<file path="src/rtl/acpd_qualifier.sv">
module acpd_qualifier #(
  parameter int CORR_W     = 8,
  parameter int MAG_W      = 14,
  parameter int RUN_W      = 4,
  parameter int HOLD_W     = 6,
  parameter int HOLD_SHIFT = 4,
  parameter int CNT_W      = 32
) (
  input  logic              clk,
  input  logic              rst_n,
  input  logic              clr_state,
  input  logic              clr_stats,
  input  logic              smp_vld,
  input  logic [CORR_W-1:0] corr_a,
  input  logic [MAG_W-1:0]  mag_a,
  input  logic [CORR_W-1:0] corr_b,
  input  logic [MAG_W-1:0]  mag_b,
  input  logic [CORR_W-1:0] thr_corr,
  input  logic [MAG_W-1:0]  thr_mag,
  input  logic [RUN_W-1:0]  min_run,
  input  logic [HOLD_W-1:0] holdoff_units,
  input  logic              en_a,
  input  logic              en_b,
  input  logic              ext_en,
  input  logic              ext_det,
  output logic              det_pulse,
  output logic [4:0]        det_src,
  output logic [CNT_W-1:0]  det_count
);

  localparam int HCNT_W = HOLD_W + HOLD_SHIFT;

  logic [HCNT_W-1:0] hold_cnt;
  logic [RUN_W-1:0]  run_a, run_b, goal;
  logic [RUN_W:0]    nxt_a, nxt_b;
  logic              holding, ok, hit_a, hit_b;
  logic              fire_a, fire_b, fire_x, fire_any;

  assign holding  = |hold_cnt;
  assign ok       = ~clr_state & ~holding;
  assign goal     = (min_run == '0) ? RUN_W'(1) : min_run;

  assign hit_a    = smp_vld & en_a & (corr_a > thr_corr) & (mag_a > thr_mag);
  assign hit_b    = smp_vld & en_b & (corr_b > thr_corr) & (mag_b > thr_mag);
  assign nxt_a    = {1'b0, run_a} + (RUN_W+1)'(1);
  assign nxt_b    = {1'b0, run_b} + (RUN_W+1)'(1);

  assign fire_a   = ok & hit_a & (nxt_a >= {1'b0, goal});
  assign fire_b   = ok & hit_b & (nxt_b >= {1'b0, goal});
  assign fire_x   = ok & ext_en & ext_det;
  assign fire_any = fire_a | fire_b | fire_x;

  always_ff @(posedge clk or negedge rst_n) begin
    if (!rst_n) begin
      run_a <= '0;
      run_b <= '0;
    end else if (clr_state || holding || fire_any) begin
      run_a <= '0;
      run_b <= '0;
    end else if (smp_vld) begin
      run_a <= hit_a ? nxt_a[RUN_W-1:0] : '0;
      run_b <= hit_b ? nxt_b[RUN_W-1:0] : '0;
    end
  end

  always_ff @(posedge clk or negedge rst_n) begin
    if (!rst_n)
      hold_cnt <= '0;
    else if (clr_state)
      hold_cnt <= '0;
    else if (fire_any)
      hold_cnt <= {holdoff_units, {HOLD_SHIFT{1'b0}}};
    else if (holding)
      hold_cnt <= hold_cnt - 1'b1;
  end

  always_ff @(posedge clk or negedge rst_n) begin
    if (!rst_n) begin
      det_pulse <= 1'b0;
      det_src   <= '0;
    end else begin
      det_pulse <= fire_any;
      det_src   <= {fire_x, 2'b00, fire_b, fire_a};
    end
  end

  always_ff @(posedge clk or negedge rst_n) begin
    if (!rst_n)
      det_count <= '0;
    else if (clr_stats)
      det_count <= '0;
    else if (fire_any)
      det_count <= det_count + 1'b1;
  end

endmodule

</file>
<file path="config.mk">
export PLATFORM = sky130hd
export DESIGN_NAME = acpd_qualifier
export DESIGN_NICKNAME = d
export VERILOG_FILES = /design/src/rtl/acpd_qualifier.sv
export SDC_FILE = /design/constraint.sdc
export NUM_CORES = 1
export LEC_CHECK = 0
export BUFFER_PORTS_ARGS = -buffer_cell sky130_fd_sc_hd__buf_2
export CORE_MARGIN = 2
export CORE_UTILIZATION = 55
export CTS_BUF_LIST = sky130_fd_sc_hd__clkbuf_4
export CTS_CLUSTER_SIZE = 20
export DETAILED_ROUTE_END_ITERATION = 6
export PLACE_DENSITY_LB_ADDON = 0.12
export SYNTH_ARGS = -nofsm -noshare
export SYNTH_HDL_FRONTEND = slang
export SYNTH_SLANG_ARGS = --single-unit
</file>
<file path="constraint.sdc">
create_clock -name clk -period 3.5 [get_ports clk]
set_input_delay 0.35 -clock clk [delete_from_list [all_inputs] [get_ports clk]]
set_output_delay 0.35 -clock clk [all_outputs]
set_load 0.005 [all_outputs]
</file>
==> results.py, run 1 <==
metrics = {
    "place": {
        "portBuffers": 120,
        "dpl.hpwl_um": 7990,
        "numPlacedInstances": 686,
        "post-place-ws_ns": 0.315,
        "gp_congestion": 0.858,
    },
    "power_and_ir_drop": {
        "powerDensity_nw_per_um2": 306,
        "peakVddDrop_mv": 0.193,
        "leakage_nw": 2.58,
    },
    "yosys": {
        "yosys-top-cells-area": "dfrtp_1 31%, ha_1 16%, mux2_2 7.8%",
        "synth.most_common_cell": "ha_1",
        "synth_top_area_frac": 0.312,
        "async_reset_ff_frac": 1.00,
        "ys_top_cells_by_count": "56 x ha_1, 54 x dfrtp_1, 44 x nor2_1",
        "ys_ff_latch": 54,
        "avgSynthCellArea_um2": 9.05,
        "yosysTopAreaCell": "dfrtp_1",
        "synth_edf_count": 0,
        "synth_ff_type": "dfrtp_1",
        "yosysWarnings": 0,
        "netlist_instances": 478,
        "netlist_area_um2": 4330,
        "yosysUniqueCellTypes": 53,
        "synth-seq-area-share": 0.312,
    },
    "detailed_routing": {
        "firstDrtPassIters": 4,
        "finalWirelength_um": 10200,
        "vias": 3917,
        "avgViaCountPerCell": 5.64,
        "drcViolationCount": 0,
        "ant_nets": 0,
        "wl_per_cell_um": 14.7,
        "drt-initial-drc-count": 221,
    },
    "setup_path": {
        "path_depth": 9,
        "cp-end-kind": "register",
        "arrival_ns": 3.42,
        "critPathBufInv": 1,
        "cp_max_fo": 10,
        "cp_cell_sequence": "inv_1 -> ha_1 -> or4b_4 -> nor4_2 -> nand4_1 -> nor2_2 -> nand2_1 -> a2111oi_2 -> mux2_2",
        "r2r_cells": 9,
        "cpPeakStageDelay_ns": 0.52,
        "cp-start-kind": "register",
        "critical_path.slowest_cell": "or4b_4",
        "cpLargestDelayFamily": "simple AND/OR/NAND/NOR gates",
        "required_ns": 3.78,
        "crit_type": "register to register",
    },
    "sta": {
        "final-hold-violation-count": 0,
        "fin_skew_ns": 0.0155,
        "slew_violations": 0,
        "tns_ns": 0,
        "fmax_mhz": 319,
        "setup_violations": 0,
        "slew_headroom": 0.321,
        "rsz0062_at_grt": "false",
        "min_period_ns": 3.14,
        "worst_slack_ns": 0.362,
        "worst_pin_slew_ns": 1.02,
        "fin_crit_sh": 0.896,
    },
    "clock_tree": {
        "clock-sinks": 54,
        "cts_tree": "built",
        "post_cts_buffers": 0,
        "cts_max_level": 2,
        "clk_pin_slew_ns": 0.16,
        "clockBufferDepth": 2,
        "clock_tree.root_cell": "clkbuf_4",
        "cts_buffers": 5,
        "clkLatencyLatePin_ns": 0.38,
    },
    "final_layout": {
        "nets": 733,
        "fin_cells": 695,
        "syn2layout_area_growth_pct": 18.2,
        "layout-drive-gt1-share": 0.292,
        "antenna_cells": 0,
    },
    "global_routing": {
        "grt_pass1_vias": 3753,
        "grt.busiest_layer": "met2",
        "met2_usage": 0.420,
        "grt-ovfl-total": 0,
        "globalRouteMet3Util": 0.0391,
        "grt_max_degree": 65,
        "grt_pass1_wl_um": 16800,
        "grt.total_usage": 0.239,
        "met1_usage": 0.313,
        "antenna_found_initial": 0,
    },
    "floorplan": {
        "dieWidth_um": 92.7,
        "initial_core_util": 0.563,
        "die_h_um": 92.7,
        "ios": 123,
        "die_area_um2": 8590,
        "rows": 32,
        "core-area_um2": 7690,
    },
    "worst_hold_path": {
        "holdPathStages": 2,
        "hold_path_class": "input pin to register",
    },
    "run": {
        "cap_violations": 0,
    },
    "status": {
        "status": "complete, no violations",
    },
}
## worst reg2reg max path, stage by stage (launching register included)
cell       delay [ns]
dfrtp_1          0.44
inv_1            0.07
ha_1             0.19
or4b_4           0.52
nor4_2           0.33
nand4_1          0.32
nor2_2           0.45
nand2_1          0.13
a2111oi_2        0.23
mux2_2           0.38
## timing repair
action | 4_1_cts | 5_1_grt
resized for setup | 0 | 0
endpoints found under the hold margin | 19 | 0
hold buffers | 1 | 0
endpoints found under the setup margin | 0 | 0
## routing by layer
metal	up-vias	routed length (µm)	share of wire
met4	0	108	0.011
met3	14	461	0.045
met1	1852	4610	0.45
met2	100	5070	0.49
li1	1951	-	-
met5	-	0	0
## cells in the final DEF, fill, tap and decap left out, drive strengths merged, types with 7 or more instances in the layout
| cell type | Yosys | layout |
|---|---|---|
| mux2 | 31 | 31 |
| nand4 | 21 | 21 |
| nand2 | 24 | 24 |
| ha | 56 | 56 |
| a2111oi | 8 | 8 |
| a21oi | 36 | 36 |
| a211oi | 9 | 9 |
| a22oi | 7 | 7 |
| nor2b | 35 | 35 |
| buf | 7 | 125 |
| nor2 | 45 | 45 |
| nand3 | 16 | 16 |
| nor3 | 11 | 11 |
| dfrtp | 54 | 54 |
| inv | 34 | 35 |
## final timing paths
check	slack (ns)	start	to
min reg2reg	0.56	hold_cnt[0]$_DFFE_PN0P_	hold_cnt[0]$_DFFE_PN0P_
max reg2reg	0.36	hold_cnt[0]$_DFFE_PN0P_	det_count[31]$_DFFE_PN0P_
min	0.16	holdoff_units[5]	hold_cnt[9]$_DFFE_PN0P_
max	0.36	hold_cnt[0]$_DFFE_PN0P_	det_count[31]$_DFFE_PN0P_
min in group asynchronous	0.51	rst_n	hold_cnt[5]$_DFFE_PN0P_
max in group asynchronous	2.19	rst_n	det_count[15]$_DFFE_PN0P_
## stage by stage
| step | hold slack, ns | cell area, µm² | utilization | total power, mW |
|---|---|---|---|---|
| 6_report | 0.160 | 5120 | 0.666 | 1.57 |
| 3_3_place_gp | 0.420 | 5030 | 0.654 | 1.20 |
| 5_1_grt | 0.161 | 5120 | 0.666 | 1.67 |
| 4_1_cts | 0.150 | 5120 | 0.666 | 1.58 |
| 2_1_floorplan | 0.0544 | 4330 | - | 1.06 |
| 3_5_place_dp | 0.428 | 5030 | 0.654 | 1.22 |
## flip-flops by register name, summed over array words and instances, names as in the netlist
| register | cells |
|---|---|
| det_src | 3 |
| run_b | 4 |
| hold_cnt | 10 |
| det_pulse | 1 |
| det_count | 32 |
| run_a | 4 |
## power by group
group | leakage (nW) | switching [mW] | internal, mW
sequential | 0.747 | 0.0435 | 0.670
combinational | 1.79 | 0.272 | 0.226
clock | 0.0432 | 0.202 | 0.151
## area by class of cell
type / count / area, µm²
clock buffers: 5 / 37.5
clock inverters: 3 / 42.5
fillers: 664 / 2570
inverters: 34 / 128
multi-input cells: 371 / 2760
flip-flops and latches: 54 / 1350
well taps: 102 / 128
repair buffers: 126 / 673
## cells by family after synthesis
group                    after synthesis  synth area share
XOR/XNOR                               9            0.0182
buffers and inverters                 54            0.0515
flip-flops                            54             0.312
other                                  1          0.000866
adder cells (fa/ha/maj)               56             0.162
AO/OA/AOI/OAI                         94             0.153
multiplexers                          35            0.0899
AND/OR/NAND/NOR                      175             0.212
No activity file was read; power rests on OpenSTA's default activity.
==> run 2, diff against run 1 <==
--- a/config.mk
+++ b/config.mk
@@ -7,8 +7,7 @@
 export LEC_CHECK = 0
 export BUFFER_PORTS_ARGS = -buffer_cell sky130_fd_sc_hd__buf_2
 export CORE_MARGIN = 2
-export CORE_UTILIZATION = 55
-export CTS_BUF_LIST = sky130_fd_sc_hd__clkbuf_4
+export CORE_UTILIZATION = 53
 export CTS_CLUSTER_SIZE = 20
 export DETAILED_ROUTE_END_ITERATION = 6
 export PLACE_DENSITY_LB_ADDON = 0.12
==> results.py, run 2 (synthesized netlist as in run 1, its figures left out) <==
metrics = {
    "sta": {
        "fin_skew_ns": 0.00305,
        "fin_crit_sh": 0.899,
        "rsz0062_at_grt": "false",
        "slew_headroom": 0.294,
        "tns_ns": 0,
        "setup_violations": 0,
        "worst_pin_slew_ns": 1.06,
        "fmax_mhz": 318,
        "final-hold-violation-count": 0,
        "min_period_ns": 3.15,
        "slew_violations": 0,
    },
    "power_and_ir_drop": {
        "swShare": 0.331,
        "clkPwrFrac": 0.233,
        "power_mw": 1.58,
        "p_int_mw": 1.05,
        "peakVddDrop_mv": 0.188,
        "p_sw_uw": 522,
        "powerDensity_nw_per_um2": 308,
        "leakage_nw": 2.58,
        "combPwrFrac": 0.314,
        "pwr-share-seq": 0.453,
    },
    "final_layout": {
        "antenna_cells": 0,
        "final_common_cell": "buf_2",
        "reg_top3": "det_count: 32 flops, hold_cnt: 10 flops",
        "final_cell_mix": "120 x buf_2, 56 x ha_1, 54 x dfrtp_1",
        "layout-drive-gt1-share": 0.292,
        "syn2layout_area_growth_pct": 18.3,
        "design_area_um2": 5120,
        "regMostFlops": "det_count",
        "largest_reg_flops": 32,
        "nets": 732,
    },
    "floorplan": {
        "rows": 32,
        "die_h_um": 94.4,
        "die_area_um2": 8900,
        "core-area_um2": 7810,
        "ios": 123,
        "initial_core_util": 0.554,
        "dieWidth_um": 94.4,
    },
    "status": {
        "status": "complete, no violations",
    },
    "detailed_routing": {
        "avgViaCountPerCell": 5.70,
        "firstDrtPassIters": 4,
        "vias": 3954,
        "ant_nets": 0,
        "drcViolationCount": 0,
        "drt-initial-drc-count": 183,
        "wl_per_cell_um": 15.1,
        "finalWirelength_um": 10500,
    },
    "setup_path": {
        "crit_type": "register to register",
        "rr_startpoint": "hold_cnt[0]$_DFFE_PN0P_",
        "cp_max_fo": 10,
        "reg2reg_to": "det_count[31]$_DFFE_PN0P_",
        "cp-start-kind": "register",
        "critPathBufInv": 1,
        "arrival_ns": 3.35,
        "cp-end-kind": "register",
        "cpLargestDelayFamily": "simple AND/OR/NAND/NOR gates",
        "path_depth": 9,
        "cp_cell_sequence": "inv_1 -> ha_1 -> or4b_4 -> nor4_2 -> nand4_1 -> nor2_2 -> nand2_1 -> a2111oi_2 -> mux2_2",
        "rrSetupSlack_ns": 0.35,
        "required_ns": 3.70,
        "r2r_cells": 9,
        "cpPeakStageDelay_ns": 0.52,
        "critical_path.slowest_cell": "or4b_4",
    },
    "clock_tree": {
        "clockBufferDepth": 2,
        "clk_pin_slew_ns": 0.10,
        "clock-sinks": 54,
        "postCtsHoldBufs": 0,
        "cts_resized": 0,
        "post_cts_buffers": 0,
        "cts_max_level": 2,
        "cts_buffers": 5,
        "clkLatencyLatePin_ns": 0.31,
        "cts_tree": "built",
        "clock_tree.root_cell": "clkbuf_8",
    },
    "global_routing": {
        "antenna_found_initial": 0,
        "grt_pass1_wl_um": 17400,
        "grt_max_degree": 65,
        "grt-ovfl-total": 0,
        "grt.total_usage": 0.245,
        "grt_pass1_vias": 3931,
    },
    "place": {
        "gp_congestion": 0.887,
        "dpl.hpwl_um": 8070,
        "portBuffers": 120,
        "placed_area_um2": 5030,
    },
    "worst_hold_path": {
        "hold_path_class": "input pin to async pin",
    },
    "run": {
        "cap_violations": 0,
    },
}
==> run 2: cell types whose count changed in the layout (fill, tap and decap cells not counted), sizes merged <==
| cell | previous run | this run |
|---|---|---|
| clkbuf | 5 | 7 |
| bufinv | 1 | 0 |
| dlygate4sd3 | 1 | 0 |
| inv | 35 | 34 |
==> run 2: worst max path at each step <==
stage                                  from  slack, ns                         to
finish              hold_cnt[0]$_DFFE_PN0P_       0.35  det_count[31]$_DFFE_PN0P_
global route        hold_cnt[0]$_DFFE_PN0P_       0.18  det_count[31]$_DFFE_PN0P_
CTS                 hold_cnt[0]$_DFFE_PN0P_       0.39  det_count[31]$_DFFE_PN0P_
detailed placement               thr_mag[9]       0.37  det_count[30]$_DFFE_PN0P_
global placement                 thr_mag[9]       0.39  det_count[30]$_DFFE_PN0P_
floorplan           hold_cnt[0]$_DFFE_PN0P_       0.68  det_count[16]$_DFFE_PN0P_
==> run 2: routing by layer <==
metal,routed length (µm),GRT usage
met3,442,0.0375
met5,0,0
met1,4700,0.324
met4,190,0.0640
met2,5130,0.420
==> run 2: layout make-up <==
type	count	area [µm²]
Sequential cell	54	1350
Inverter	34	128
Clock inverter	1	5.00
Fill cell	691	2690
Timing Repair Buffer	125	663
Multi-Input combinational cell	371	2760
Clock buffer	7	86.3
Tap cell	102	128
==> run 2: metrics by stage <==
step           utilization  setup WS (ns)  std cells  hold WS [ns]
2_1_floorplan            -          0.681        479        0.0544
3_3_place_gp         0.644          0.394        686         0.509
3_5_place_dp         0.644          0.370        686         0.509
4_1_cts              0.656          0.387        694         0.171
5_1_grt              0.656          0.177        694         0.204
6_report             0.656          0.354        694         0.144
==> run 2: power by group through the flow <==
stage	Sequential, mW	Combinational, mW	Clock, mW
global route	0.722	0.561	0.403
floorplan	0.716	0.348	0
global placement	0.723	0.476	0
CTS	0.713	0.498	0.373
finish	0.714	0.495	0.368
detailed placement	0.723	0.499	0
==> run 2: worst register-to-register path, delay by kind of cell, from the launching register on <==
family / cells / cell delay, ns
AND/OR/NAND/NOR: 5 / 1.78
flip-flops: 1 / 0.41
multiplexers: 1 / 0.37
AO/OA/AOI/OAI: 1 / 0.23
adder cells (fa/ha/maj): 1 / 0.19
buffers and inverters: 1 / 0.07
